<file path="src/rtl/resv_pkg.sv">
package resv_pkg;

  typedef enum logic [1:0] {
    DST_NONE = 2'd0,
    DST_A    = 2'd1,
    DST_S    = 2'd2,
    DST_V    = 2'd3
  } dstKind_e;

  // strobes from the issue control to the reservation state
  typedef struct packed {
    logic grant;
    logic rsvA;
    logic rsvS;
    logic rsvV;
  } issueStrobe_t;

endpackage

</file>
<file path="src/rtl/resv_state.sv">
module resv_state
  import resv_pkg::*;
#(
  parameter int NUM_A   = 8,
  parameter int NUM_S   = 8,
  parameter int NUM_V   = 8,
  parameter int MAX_LAT = 15,
  parameter int VL_W    = 7,
  parameter int IDX_W   = 3,
  parameter int LAT_W   = 4,
  parameter int AIDX_W  = 3,
  parameter int SIDX_W  = 3
) (
  input  logic               clk,
  input  logic               rstN,
  input  issueStrobe_t       strobe,
  input  logic [NUM_V-1:0]   srcVMask,
  input  logic [IDX_W-1:0]   dstIdx,
  input  logic [LAT_W-1:0]   latency,
  input  logic [VL_W-1:0]    vecLen,
  input  logic               aWrValid,
  input  logic [AIDX_W-1:0]  aWrIdx,
  input  logic               sWrValid,
  input  logic [SIDX_W-1:0]  sWrIdx,
  output logic [NUM_A-1:0]   aResQ,
  output logic [NUM_S-1:0]   sResQ,
  output logic [MAX_LAT:0]   aSlotQ,
  output logic [MAX_LAT:0]   sSlotQ,
  output logic [NUM_V-1:0]   vBusyQ,
  output logic [NUM_V-1:0]   vIsDstQ
);

  localparam int VIDX_W = $clog2(NUM_V);
  localparam int CNT_W  = $clog2((1 << VL_W) + MAX_LAT + 1);

  logic [NUM_A-1:0] aResD;
  logic [NUM_S-1:0] sResD;
  logic [MAX_LAT:0] aSlotD;
  logic [MAX_LAT:0] sSlotD;
  logic [CNT_W-1:0] holdLen;

  assign holdLen = CNT_W'(vecLen) + CNT_W'(latency);

  // address and scalar reservations plus landing-slot maps
  always_comb begin
    aResD = aResQ;
    sResD = sResQ;
    if (aWrValid) aResD[aWrIdx] = 1'b0;
    if (sWrValid) sResD[sWrIdx] = 1'b0;
    if (strobe.rsvA) aResD[dstIdx[AIDX_W-1:0]] = 1'b1;
    if (strobe.rsvS) sResD[dstIdx[SIDX_W-1:0]] = 1'b1;
    aSlotD = aSlotQ >> 1;
    sSlotD = sSlotQ >> 1;
    if (strobe.rsvA) aSlotD[latency - 1'b1] = 1'b1;
    if (strobe.rsvS) sSlotD[latency - 1'b1] = 1'b1;
  end

  always_ff @(posedge clk or negedge rstN) begin
    if (!rstN) begin
      aResQ  <= '0;
      sResQ  <= '0;
      aSlotQ <= '0;
      sSlotQ <= '0;
    end else begin
      aResQ  <= aResD;
      sResQ  <= sResD;
      aSlotQ <= aSlotD;
      sSlotQ <= sSlotD;
    end
  end

  // whole-register vector reservations, one countdown each
  for (genvar g = 0; g < NUM_V; g++) begin : gVreg
    logic [CNT_W-1:0] cntQ;
    logic             dstQ;
    logic             takeSrc;
    logic             takeDst;

    assign takeSrc = strobe.rsvV && srcVMask[g];
    assign takeDst = strobe.rsvV && (dstIdx[VIDX_W-1:0] == VIDX_W'(g));

    always_ff @(posedge clk or negedge rstN) begin
      if (!rstN) begin
        cntQ <= '0;
        dstQ <= 1'b0;
      end else if (takeSrc || takeDst) begin
        cntQ <= (holdLen > cntQ) ? holdLen : cntQ;
        dstQ <= takeDst && !takeSrc;
      end else if (cntQ != '0) begin
        cntQ <= cntQ - 1'b1;
        if (cntQ == CNT_W'(1)) dstQ <= 1'b0;
      end
    end

    assign vBusyQ[g]  = (cntQ != '0);
    assign vIsDstQ[g] = dstQ;

    AST_V_BUSY_FROM_ISSUE: assert property (@(posedge clk) disable iff (!rstN)
      $rose(vBusyQ[g]) |-> $past(strobe.rsvV));
  end

  AST_A_WRITE_RESERVED: assert property (@(posedge clk) disable iff (!rstN)
    aWrValid |-> aResQ[aWrIdx]);
  AST_S_WRITE_RESERVED: assert property (@(posedge clk) disable iff (!rstN)
    sWrValid |-> sResQ[sWrIdx]);
  AST_A_LANDING_SLOT: assert property (@(posedge clk) disable iff (!rstN)
    aWrValid |-> aSlotQ[0]);
  AST_S_LANDING_SLOT: assert property (@(posedge clk) disable iff (!rstN)
    sWrValid |-> sSlotQ[0]);
  AST_RSV_NEEDS_GRANT: assert property (@(posedge clk) disable iff (!rstN)
    (strobe.rsvA || strobe.rsvS || strobe.rsvV) |-> strobe.grant);

endmodule

</file>
<file path="src/rtl/issue_ctrl.sv">
module issue_ctrl
  import resv_pkg::*;
#(
  parameter int NUM_A   = 8,
  parameter int NUM_S   = 8,
  parameter int NUM_V   = 8,
  parameter int MAX_LAT = 15,
  parameter int IDX_W   = 3,
  parameter int LAT_W   = 4
) (
  input  logic               clk,
  input  logic               rstN,
  input  logic               instValid,
  input  logic [NUM_A-1:0]   srcAMask,
  input  logic [NUM_S-1:0]   srcSMask,
  input  logic [NUM_V-1:0]   srcVMask,
  input  logic [1:0]         dstKind,
  input  logic [IDX_W-1:0]   dstIdx,
  input  logic [LAT_W-1:0]   latency,
  input  logic [NUM_V-1:0]   vDeliver,
  input  logic [NUM_A-1:0]   aResQ,
  input  logic [NUM_S-1:0]   sResQ,
  input  logic [MAX_LAT:0]   aSlotQ,
  input  logic [MAX_LAT:0]   sSlotQ,
  input  logic [NUM_V-1:0]   vBusyQ,
  input  logic [NUM_V-1:0]   vIsDstQ,
  output issueStrobe_t       strobe,
  output logic [NUM_V-1:0]   chainFwd
);

  localparam int AIDX_W = $clog2(NUM_A);
  localparam int SIDX_W = $clog2(NUM_S);
  localparam int VIDX_W = $clog2(NUM_V);

  dstKind_e         kind;
  logic [NUM_V-1:0] vReady;
  logic             srcOk;
  logic             dstOk;
  logic             grant;

  assign kind = dstKind_e'(dstKind);

  // a busy vector source is usable only via same-cycle delivery
  assign vReady = ~vBusyQ | (vIsDstQ & vDeliver);

  assign srcOk = ((srcAMask & aResQ) == '0) &&
                 ((srcSMask & sResQ) == '0) &&
                 ((srcVMask & ~vReady) == '0);

  always_comb begin
    case (kind)
      DST_A:   dstOk = !aResQ[dstIdx[AIDX_W-1:0]] && !aSlotQ[latency];
      DST_S:   dstOk = !sResQ[dstIdx[SIDX_W-1:0]] && !sSlotQ[latency];
      DST_V:   dstOk = !vBusyQ[dstIdx[VIDX_W-1:0]];
      default: dstOk = 1'b1;
    endcase
  end

  assign grant = instValid && srcOk && dstOk;

  always_comb begin
    strobe.grant = grant;
    strobe.rsvA  = grant && (kind == DST_A);
    strobe.rsvS  = grant && (kind == DST_S);
    strobe.rsvV  = grant && (kind == DST_V);
  end

  assign chainFwd = grant ? (srcVMask & vBusyQ) : '0;

  AST_LAT_NONZERO: assert property (@(posedge clk) disable iff (!rstN)
    (strobe.rsvA || strobe.rsvS) |-> (latency != '0));
  AST_CHAIN_ON_DELIVERY: assert property (@(posedge clk) disable iff (!rstN)
    ((chainFwd & ~vDeliver) == '0));
  AST_CHAIN_IN_SOURCES: assert property (@(posedge clk) disable iff (!rstN)
    ((chainFwd & ~srcVMask) == '0));

endmodule

</file>
<file path="src/rtl/issue_interlock.sv">
module issue_interlock
  import resv_pkg::*;
#(
  parameter int NUM_A   = 8,
  parameter int NUM_S   = 8,
  parameter int NUM_V   = 8,
  parameter int MAX_LAT = 15,
  parameter int VL_W    = 7,
  parameter int IDX_W   = $clog2((NUM_A > NUM_S) ? ((NUM_A > NUM_V) ? NUM_A : NUM_V)
                                                 : ((NUM_S > NUM_V) ? NUM_S : NUM_V)),
  parameter int LAT_W   = $clog2(MAX_LAT + 1),
  parameter int AIDX_W  = $clog2(NUM_A),
  parameter int SIDX_W  = $clog2(NUM_S)
) (
  input  logic               clk,
  input  logic               rstN,
  input  logic               instValid,
  input  logic [NUM_A-1:0]   srcAMask,
  input  logic [NUM_S-1:0]   srcSMask,
  input  logic [NUM_V-1:0]   srcVMask,
  input  logic [1:0]         dstKind,
  input  logic [IDX_W-1:0]   dstIdx,
  input  logic [LAT_W-1:0]   latency,
  input  logic [VL_W-1:0]    vecLen,
  input  logic               aWrValid,
  input  logic [AIDX_W-1:0]  aWrIdx,
  input  logic               sWrValid,
  input  logic [SIDX_W-1:0]  sWrIdx,
  input  logic [NUM_V-1:0]   vDeliver,
  output logic               issueGrant,
  output logic [NUM_V-1:0]   chainFwd
);

  issueStrobe_t     strobe;
  logic [NUM_A-1:0] aResQ;
  logic [NUM_S-1:0] sResQ;
  logic [MAX_LAT:0] aSlotQ;
  logic [MAX_LAT:0] sSlotQ;
  logic [NUM_V-1:0] vBusyQ;
  logic [NUM_V-1:0] vIsDstQ;

  issue_ctrl #(
    .NUM_A(NUM_A), .NUM_S(NUM_S), .NUM_V(NUM_V),
    .MAX_LAT(MAX_LAT), .IDX_W(IDX_W), .LAT_W(LAT_W)
  ) ctrl_i (
    .clk(clk), .rstN(rstN), .instValid(instValid),
    .srcAMask(srcAMask), .srcSMask(srcSMask), .srcVMask(srcVMask),
    .dstKind(dstKind), .dstIdx(dstIdx), .latency(latency),
    .vDeliver(vDeliver), .aResQ(aResQ), .sResQ(sResQ),
    .aSlotQ(aSlotQ), .sSlotQ(sSlotQ), .vBusyQ(vBusyQ), .vIsDstQ(vIsDstQ),
    .strobe(strobe), .chainFwd(chainFwd)
  );

  resv_state #(
    .NUM_A(NUM_A), .NUM_S(NUM_S), .NUM_V(NUM_V), .MAX_LAT(MAX_LAT),
    .VL_W(VL_W), .IDX_W(IDX_W), .LAT_W(LAT_W),
    .AIDX_W(AIDX_W), .SIDX_W(SIDX_W)
  ) state_i (
    .clk(clk), .rstN(rstN), .strobe(strobe),
    .srcVMask(srcVMask), .dstIdx(dstIdx), .latency(latency), .vecLen(vecLen),
    .aWrValid(aWrValid), .aWrIdx(aWrIdx), .sWrValid(sWrValid), .sWrIdx(sWrIdx),
    .aResQ(aResQ), .sResQ(sResQ), .aSlotQ(aSlotQ), .sSlotQ(sSlotQ),
    .vBusyQ(vBusyQ), .vIsDstQ(vIsDstQ)
  );

  assign issueGrant = strobe.grant;

endmodule

</file>
<file path="config.mk">
export PLATFORM = sky130hd
export DESIGN_NAME = issue_interlock
export DESIGN_NICKNAME = d
export VERILOG_FILES = /design/src/rtl/resv_pkg.sv /design/src/rtl/resv_state.sv /design/src/rtl/issue_ctrl.sv /design/src/rtl/issue_interlock.sv
export SDC_FILE = /design/constraint.sdc
export NUM_CORES = 1
export LEC_CHECK = 0
export BUFFER_PORTS_ARGS = -buffer_cell sky130_fd_sc_hd__buf_2
export CAP_MARGIN = 20
export CORE_ASPECT_RATIO = 2
export CORE_UTILIZATION = 60
export CTS_CLUSTER_SIZE = 10
export DETAILED_ROUTE_END_ITERATION = 6
export PLACE_DENSITY_LB_ADDON = 0.05
export REMOVE_ABC_BUFFERS = 1
export SETUP_SLACK_MARGIN = 0.5
export SYNTH_ARGS = -nofsm -noshare
export SYNTH_HDL_FRONTEND = slang
export SYNTH_HIERARCHICAL = 1
export SYNTH_SLANG_ARGS = --single-unit
export TNS_END_PERCENT = 1
</file>
<file path="constraint.sdc">
create_clock -name clk -period 10.8 [get_ports clk]
set_input_delay 0.54 -clock clk [delete_from_list [all_inputs] [get_ports clk]]
set_output_delay 0.54 -clock clk [all_outputs]
set_load 0.01 [all_outputs]
</file>
==> results of run 1 <==
[final timing paths]
kind                                                              to                                 start  slack (ps)
worst min register to register          state_i/aSlotQ[12]$_DFF_PN0_          state_i/aSlotQ[13]$_DFF_PN0_         470
worst max-delay path            state_i/gVreg[3].cntQ[4]$_DFFE_PN0P_  state_i/gVreg[0].cntQ[1]$_DFFE_PN0P_        6040
min in group clk                   state_i/gVreg[2].dstQ$_DFFE_PN0P_                           srcVMask[2]         350
max in group asynchronous       state_i/gVreg[4].cntQ[2]$_DFFE_PN0P_                                  rstN        9300
worst max register to register  state_i/gVreg[3].cntQ[4]$_DFFE_PN0P_  state_i/gVreg[0].cntQ[1]$_DFFE_PN0P_        6040
worst min-delay path                      state_i/aResQ[7]$_DFF_PN0_                                  rstN         160
[logic make-up (layout without fill, tap and decap cells)]
logic type	count (synthesis)	in the layout	synth area share [%]
AOI/OAI and AO/OA	303	303	24.4
xor gates and xnor gates	4	4	0.398
adders and majority gates	85	85	12.2
buffers and inverters	106	181	5.09
DFF	120	120	34.1
muxes	21	21	4.47
and+or+nand+nor	327	327	19.3
[power by group]
part | leakage, nW | internal, mW | switching (mW)
registers | 1.55 | 0.573 | 0.143
clock network | 0.279 | 0.346 | 0.219
logic | 2.61 | 0.363 | 0.513
total | 4.44 | 1.28 | 0.875
[cell usage after synthesis, drive strengths merged (7+ instances only)]
master  instances  share of area (%)
nand2b          7               0.50
dfrtp         120                 34
buf            19                1.4
nor4           12               0.85
nand2          79                3.4
o21a           10               0.87
and3            7               0.50
o21bai         31                2.6
nand4          33                2.3
clkbuf         13               0.55
inv            74                3.2
a21oi          67                3.9
nor2           64                2.7
ha             84                 12
a22oi          22                1.9
nor2b          19                1.4
nand3          43                2.4
o221a           9                1.2
o21ai          49                3.0
mux2i           7               0.80
o221ai         13                1.3
a211oi         16                1.5
mux4           13                3.5
a31oi          15                1.1
o211ai         15                1.3
nor3           22                1.3
and2           10               0.71
a22o           16                1.6
[critical path, cell delays in order (launching register included)]
cell,delay (ps)
dfrtp_1,410
inv_1,130
ha_1,220
nor3b_1,420
nand2_1,310
mux4_2,550
nor2b_1,150
a211oi_1,370
nor2_1,150
nor3_2,150
buf_4,390
o21ai_1,390
nor2_1,270
o31a_1,330
mux2i_1,120
o221a_2,290
[metrics by stage]
stage | std cells | hold slack (ps) | setup WS (ps) | util [%] | area [sq um]
after detailed placement | 1199 | 457 | 5720 | 64.5 | 9260
after global routing | 1233 | 208 | 5620 | 68.7 | 9860
after floorplan | 934 | 244 | 5260 | - | 8620
after global placement | 1199 | 453 | 5850 | 64.5 | 9260
after CTS | 1231 | 186 | 6090 | 68.6 | 9850
final | 1233 | 163 | 6040 | 68.7 | 9860
[flip-flops by register name, summed over array words and instances, names as in the netlist]
register / cells
state_i/aResQ: 8
state_i/aSlotQ: 16
state_i/gVreg.cntQ: 64
state_i/gVreg.dstQ: 8
state_i/sResQ: 8
state_i/sSlotQ: 16
[cells in the final DEF (no fill, tap or decap), drive strengths merged, types with 4 or more instances in the layout]
cell / instances
o21a: 10
nor4: 12
nor3: 22
nor2b: 19
nor2: 64
clkinv: 5
or2: 5
nand2b: 7
nor3b: 5
and3: 7
a21oi: 67
nand4b: 6
mux4: 13
o21bai: 31
and2: 10
o21ai: 49
a22o: 16
o31ai: 4
nand4: 33
inv: 77
o221ai: 13
o211ai: 15
a211oi: 16
clkinvlp: 4
a31oi: 15
o221a: 9
buf: 74
mux2i: 7
ha: 84
nand2: 79
clkbuf: 19
a22oi: 22
dfrtp: 120
o22ai: 4
a32oi: 6
nand3: 43
[layout make-up]
cell class	count	area share, %
multi-input cells	740	54.3
flip-flops and latches	120	30.5
clock buffers	18	4.45
repair buffers	75	4.01
inverters	74	2.82
well taps	192	2.44
clock inverters	14	1.51
[layer usage]
metal / global-route usage [%] / part of all wire (%)
met1: 38.6 / 36
met2: 62.2 / 51
met3: 7.71 / 5.8
met4: 23.4 / 6.7
met5: 0 / 0
==> metrics.md, run 1 <==
| Metric | Value |
|---|---|
| Status | `finished, final reports clean` |
| PwrDens | `roughly 220 nW/um^2` |
| DPL Wire Length | `19100 um` |
| YS warnings | `6` |
| Min-Delay Path Class | `primary input to async pin` |
| ANT cells | `0` |
| Via/cell ratio | `~6.7` |
| CTS max path bufs | `2` |
| Final setup fails | `0` |
| Core area | `about 14000 sq um` |
| Area Growth Syn to Fin | `12.1%` |
| Worst vdd ir | `~0.12 mV` |
| Nets | `1172` |
| Total CTS buffers | `17` |
| Total track usage | `a little over a third` |
| Max-cap violation count | `0` |
| Residual DRC count | `0` |
| Die ar. | `between 15000 and 20000 sq um` |
| WP data arrival | `approximately 5000 ps` |
| #FFs+latches synth | `120` |
| Final wirelength | `roughly 26000 um` |
| Final Critical Period | `4760 ps` |
| Mapped Avg Cell Area | `between 9 and 10 sq um` |
| Required time worst endpoint | `between 10000 and 15000 ps` |
| Clk_skew | `approximately 9.5 ps` |
| Clock-pin slew on the worst setup and hold paths | `60 ps` |
| Drt pass-1 iters | `5` |
| Total gr overflow | `0` |
| Post-route ant nets | `0` |
| Path depth of the worst reg2reg path | `15` |
| Async SR Flop Fraction | `100%` |
| Post-synth EDFFs | `0` |
| Netlist cell types | `81` |
| First-pass GRT wire length | `around 41000 um` |
| FF+latch area | `roughly 3000 sq um` |
| Setup TNS | `0 ps` |
| Post-CTS sizing | `0` |
| Row count | `just over 60` |
| Htree depth | `4` |
| Critical Path Sink Type | `flop` |
| Startpoint Class | `flop` |
| Height of the die | `about 170 um` |
| I/O Buffers | `67` |
| Via count | `approximately 8000` |
| Layout fillers | `roughly 1200` |
| Slew @ Worst Pin | `1010 ps` |
| Iteration-0 DRC Markers | `570` |
| Cts hold-fix bufs | `0` |
| Die X-Extent | `around 90 um` |
| Slew Viols, Final | `0` |
| Final Cycle Share | `about 44%` |
| Ys flop type | `dfrtp_1` |
| Initial antenna violation count | `0` |
| # Post-CTS Setup Buffers | `0` |
| CTS tree | `yes` |
| Largest net degree at the start of global routing | `68` |
| Clk root buf | `clkbuf_16` |
| Tot Pwr | `2.16 mW` |
| RD Place Congestion | `0.909` |
| Layout cells sized above 1 | `roughly 14%` |
| Hold Fails Final Rpt | `0` |
| Vias in the first global route | `8077` |
| Cell count after synthesis | `about 970` |
| Routed len/inst | `roughly 21 um` |
| Skew-Pair Late Insertion Delay | `~430 ps` |
| Register area share after synthesis | `between 30 and 40%` |
| I/O Pins | `just under 70` |
| Slew HR | `between 30% and 40%` |
| CP Class | `flop to flop` |
| Area occupied by multi-input gates | `5350 sq um` |
| Pleak | `between 4 and 5 nW` |
| CP max FO | `31` |
| RSZ-0062 raised after global routing | `no` |
| Area of the mapped netlist | `a little under 9000 sq um` |
| Initial Util | `between 60% and 70%` |
| Sink Count | `between 100 and 150` |
| Peak Freq | `210 MHz` |
Note: power is estimated with default switching activity, not from simulation.
==> run 2: changes to the inputs <==
Clock period 10.8 ns to 4.5 ns, I/O delays scaled along.
==> run 2 against run 1 <==
  * Clock power grew to 2.5 times the previous value
  * Total power is 150% higher
  * Hold slack worse by 140 ps
  * Largest power group unchanged
  * Global-route usage is 0.78 points higher
==> metrics.md, run 2 (synthesis results as in run 1) <==
| Metric | Value |
|---|---|
| Status | `finished, final reports clean (unchanged)` |
| Die X-Extent | `87.6 um (unchanged)` |
| Final Critical Period | `3850 ps (was 4760 ps)` |
| Sink Count | `120 (unchanged)` |
| Critical Path Sink Type | `flop (unchanged)` |
| Residual DRC count | `0 (unchanged)` |
| PwrDens | `528 nW/um^2 (was 219 nW/um^2)` |
| Layout fillers | `1161 (was 1187)` |
| I/O Pins | `68 (unchanged)` |
| Initial Util | `61.3% (unchanged)` |
| Hold Fails Final Rpt | `0 (unchanged)` |
| Pleak | `4.61 nW (was 4.44 nW)` |
| R2r endpoint | `state_i/gVreg[7].cntQ[1]$_DFFE_PN0P_ (was state_i/gVreg[3].cntQ[4]$_DFFE_PN0P_)` |
| CTS tree | `yes (unchanged)` |
| Htree depth | `4 (unchanged)` |
| Top Registers | `state_i/gVreg.cntQ: 64 flops, state_i/aSlotQ: 16 flops, state_i/sSlotQ: 16 flops (unchanged)` |
| Most frequent cells in the layout | `dfrtp_1, ha_1, nand2_1 (unchanged)` |
| RSZ-0062 raised after global routing | `yes (was no)` |
| CP Class | `flop to flop (unchanged)` |
| First-pass GRT wire length | `42100 um (was 41300 um)` |
| Clock-pin slew on the worst setup and hold paths | `60 ps (about the same)` |
| CP max FO | `16 (was 31)` |
| Peak Freq | `260 MHz (was 210 MHz)` |
| Vias in the first global route | `8328 (was 8077)` |
| Die ar. | `15200 sq um (unchanged)` |
| Skew-Pair Late Insertion Delay | `430 ps (about the same)` |
| Largest Register | `state_i/gVreg.cntQ (unchanged)` |
| Initial antenna violation count | `1 (was 0)` |
| Final Cycle Share | `85.6% (was 44.1%)` |
| Worst vdd ir | `0.334 mV (was 0.123 mV)` |
| Setup WS post-layout | `649 ps (was 6040 ps)` |
| Path depth of the worst reg2reg path | `14 (was 15)` |
| Total CTS buffers | `17 (unchanged)` |
| Max-cap violation count | `0 (unchanged)` |
| Post-route ant nets | `0 (unchanged)` |
| Largest net degree at the start of global routing | `45 (was 68)` |
| Worst slack at placement | `366 ps (was 5720 ps)` |
| Routed len/inst | `21.5 um (was 21.1 um)` |
| Core area | `14400 sq um (unchanged)` |
| Reg power frac | `31.9% (was 33.2%)` |
| Worst setup path end | `state_i/gVreg[7].cntQ[1]$_DFFE_PN0P_ (was state_i/gVreg[3].cntQ[4]$_DFFE_PN0P_)` |
| Switch Pwr | `2.19 mW (was 0.875 mW)` |
| Required time worst endpoint | `4810 ps (was 11100 ps)` |
| Clock Power Share | `26.8% (was 26.2%)` |
| Reg2Reg Setup Slack | `650 ps (was 6040 ps)` |
| Layout cells sized above 1 | `17.4% (was 14.4%)` |
| WP data arrival | `4160 ps (was 5070 ps)` |
| Crit path from | `state_i/gVreg[5].cntQ[5]$_DFFE_PN0P_ (was state_i/gVreg[0].cntQ[1]$_DFFE_PN0P_)` |
| Via/cell ratio | `6.68 (was 6.67)` |
| ANT cells | `0 (unchanged)` |
| Cell Int Power | `3.20 mW (was 1.28 mW)` |
| Clk root buf | `clkbuf_16 (unchanged)` |
| Iteration-0 DRC Markers | `528 (was 570)` |
| Clk_skew | `10.6 ps (was 9.48 ps)` |
| Min-Delay Path Class | `primary input to flop (was primary input to async pin)` |
| Height of the die | `173 um (unchanged)` |
| Sw Ratio | `40.6% (about the same)` |
| DPL Wire Length | `20100 um (was 19100 um)` |
| Drt pass-1 iters | `5 (unchanged)` |
| Final wirelength | `27000 um (was 26000 um)` |
| Combinational share of power | `41.3% (was 40.6%)` |
| I/O Buffers | `67 (unchanged)` |
| Largest register FFs | `64 (unchanged)` |
| Total gr overflow | `0 (unchanged)` |
| Slew HR | `33.2% (was 32.2%)` |
| CTS max path bufs | `2 (unchanged)` |
| Slew @ Worst Pin | `995 ps (was 1010 ps)` |
| Via count | `8415 (was 8225)` |
| Startpoint Class | `flop (unchanged)` |
| RD Place Congestion | `0.976 (was 0.909)` |
| Hold Startpoint | `srcVMask[3]` |
| Worst hold slack | `25.5 ps (was 163 ps)` |
| Final setup fails | `0 (unchanged)` |
| Nets | `1199 (was 1172)` |
| Crit Reg-Reg Startpoint | `state_i/gVreg[5].cntQ[5]$_DFFE_PN0P_ (was state_i/gVreg[0].cntQ[1]$_DFFE_PN0P_)` |
| Most common cell after layout, fill and taps aside | `dfrtp_1 (unchanged)` |
| Slew Viols, Final | `0 (unchanged)` |
| Row count | `62 (unchanged)` |
| Area Growth Syn to Fin | `15.8% (was 12.1%)` |
| Total track usage | `36.8% (was 36.0%)` |
## run 2: metrics by stage
| stage | cell area, sq um | power (mW) | instances | utilization (%) | setup TNS, ps |
|---|---|---|---|---|---|
| after floorplan | 8620 | 3.19 | 934 | - | -32890 |
| after global placement | 9450 | 3.81 | 1223 | 65.8 | 0 |
| after detailed placement | 9450 | 3.86 | 1223 | 65.8 | 0 |
| after CTS | 10100 | 5.33 | 1256 | 70.4 | 0 |
| after global routing | 10200 | 5.75 | 1260 | 71.0 | 0 |
| final | 10200 | 5.38 | 1260 | 71.0 | 0 |
## run 2: layout make-up
type | instances | area [sq um] | share of cell area (%)
well taps | 192 | 240 | 2.36
inverters | 74 | 278 | 2.73
flip-flops and latches | 120 | 3000 | 29.5
multi-input cells | 740 | 5420 | 53.2
clock inverters | 15 | 195 | 1.92
clock buffers | 17 | 425 | 4.18
repair buffers | 102 | 624 | 6.13
## run 2: worst min path at each step
| stage | to | cells past startpoint |
|---|---|---|
| finish | state_i/gVreg[3].dstQ$_DFFE_PN0P_ | 2 |
| CTS | state_i/gVreg[3].dstQ$_DFFE_PN0P_ | 2 |
| detailed placement | state_i/aResQ[7]$_DFF_PN0_ | 1 |
| global route | state_i/gVreg[3].dstQ$_DFFE_PN0P_ | 2 |
| global placement | state_i/aResQ[7]$_DFF_PN0_ | 1 |
| floorplan | state_i/aResQ[0]$_DFF_PN0_ | 0 |
## run 2: repair_timing
| item | CTS | global route |
|---|---|---|
| hold endpoints to repair | 35 | 0 |
| setup endpoints to repair | 25 | 62 |
| hold buffers | 1 | 0 |
| cloned | 0 | 1 |
| buffers inserted | 0 | 3 |
| pin swaps | 0 | 3 |
| resized for setup | 5 | 10 |
## run 2: power by group through the flow
stage               clock network [mW]  logic [mW]  registers [mW]
floorplan                            0        1.57            1.62
global placement                     0        2.11            1.70
detailed placement                   0        2.16            1.70
CTS                               1.45        2.18            1.70
global route                      1.50        2.50            1.76
finish                            1.44        2.22            1.72
## run 2: critical path, cell delays in order, from the launching register on
cell and delay [ps]:
dfrtp_1 440, nor3_4 230, and3_1 210, and2_1 170, inv_1 180, mux4_1 570, a211oi_2 280, nor2_1 100
nor3_2 250, clkbuf_16 240, o21ai_2 150, nor2_1 210, o21a_1 270, nor2_1 120, a221o_1 310
## run 2: layer usage
metal,vias to the layer above,wire [um],global-route usage (%)
met4,0,1760,24.9
met3,126,1800,6.90
met2,388,13800,63.4
met5,-,0,0
met1,4040,9640,39.7
li1,3861,-,-
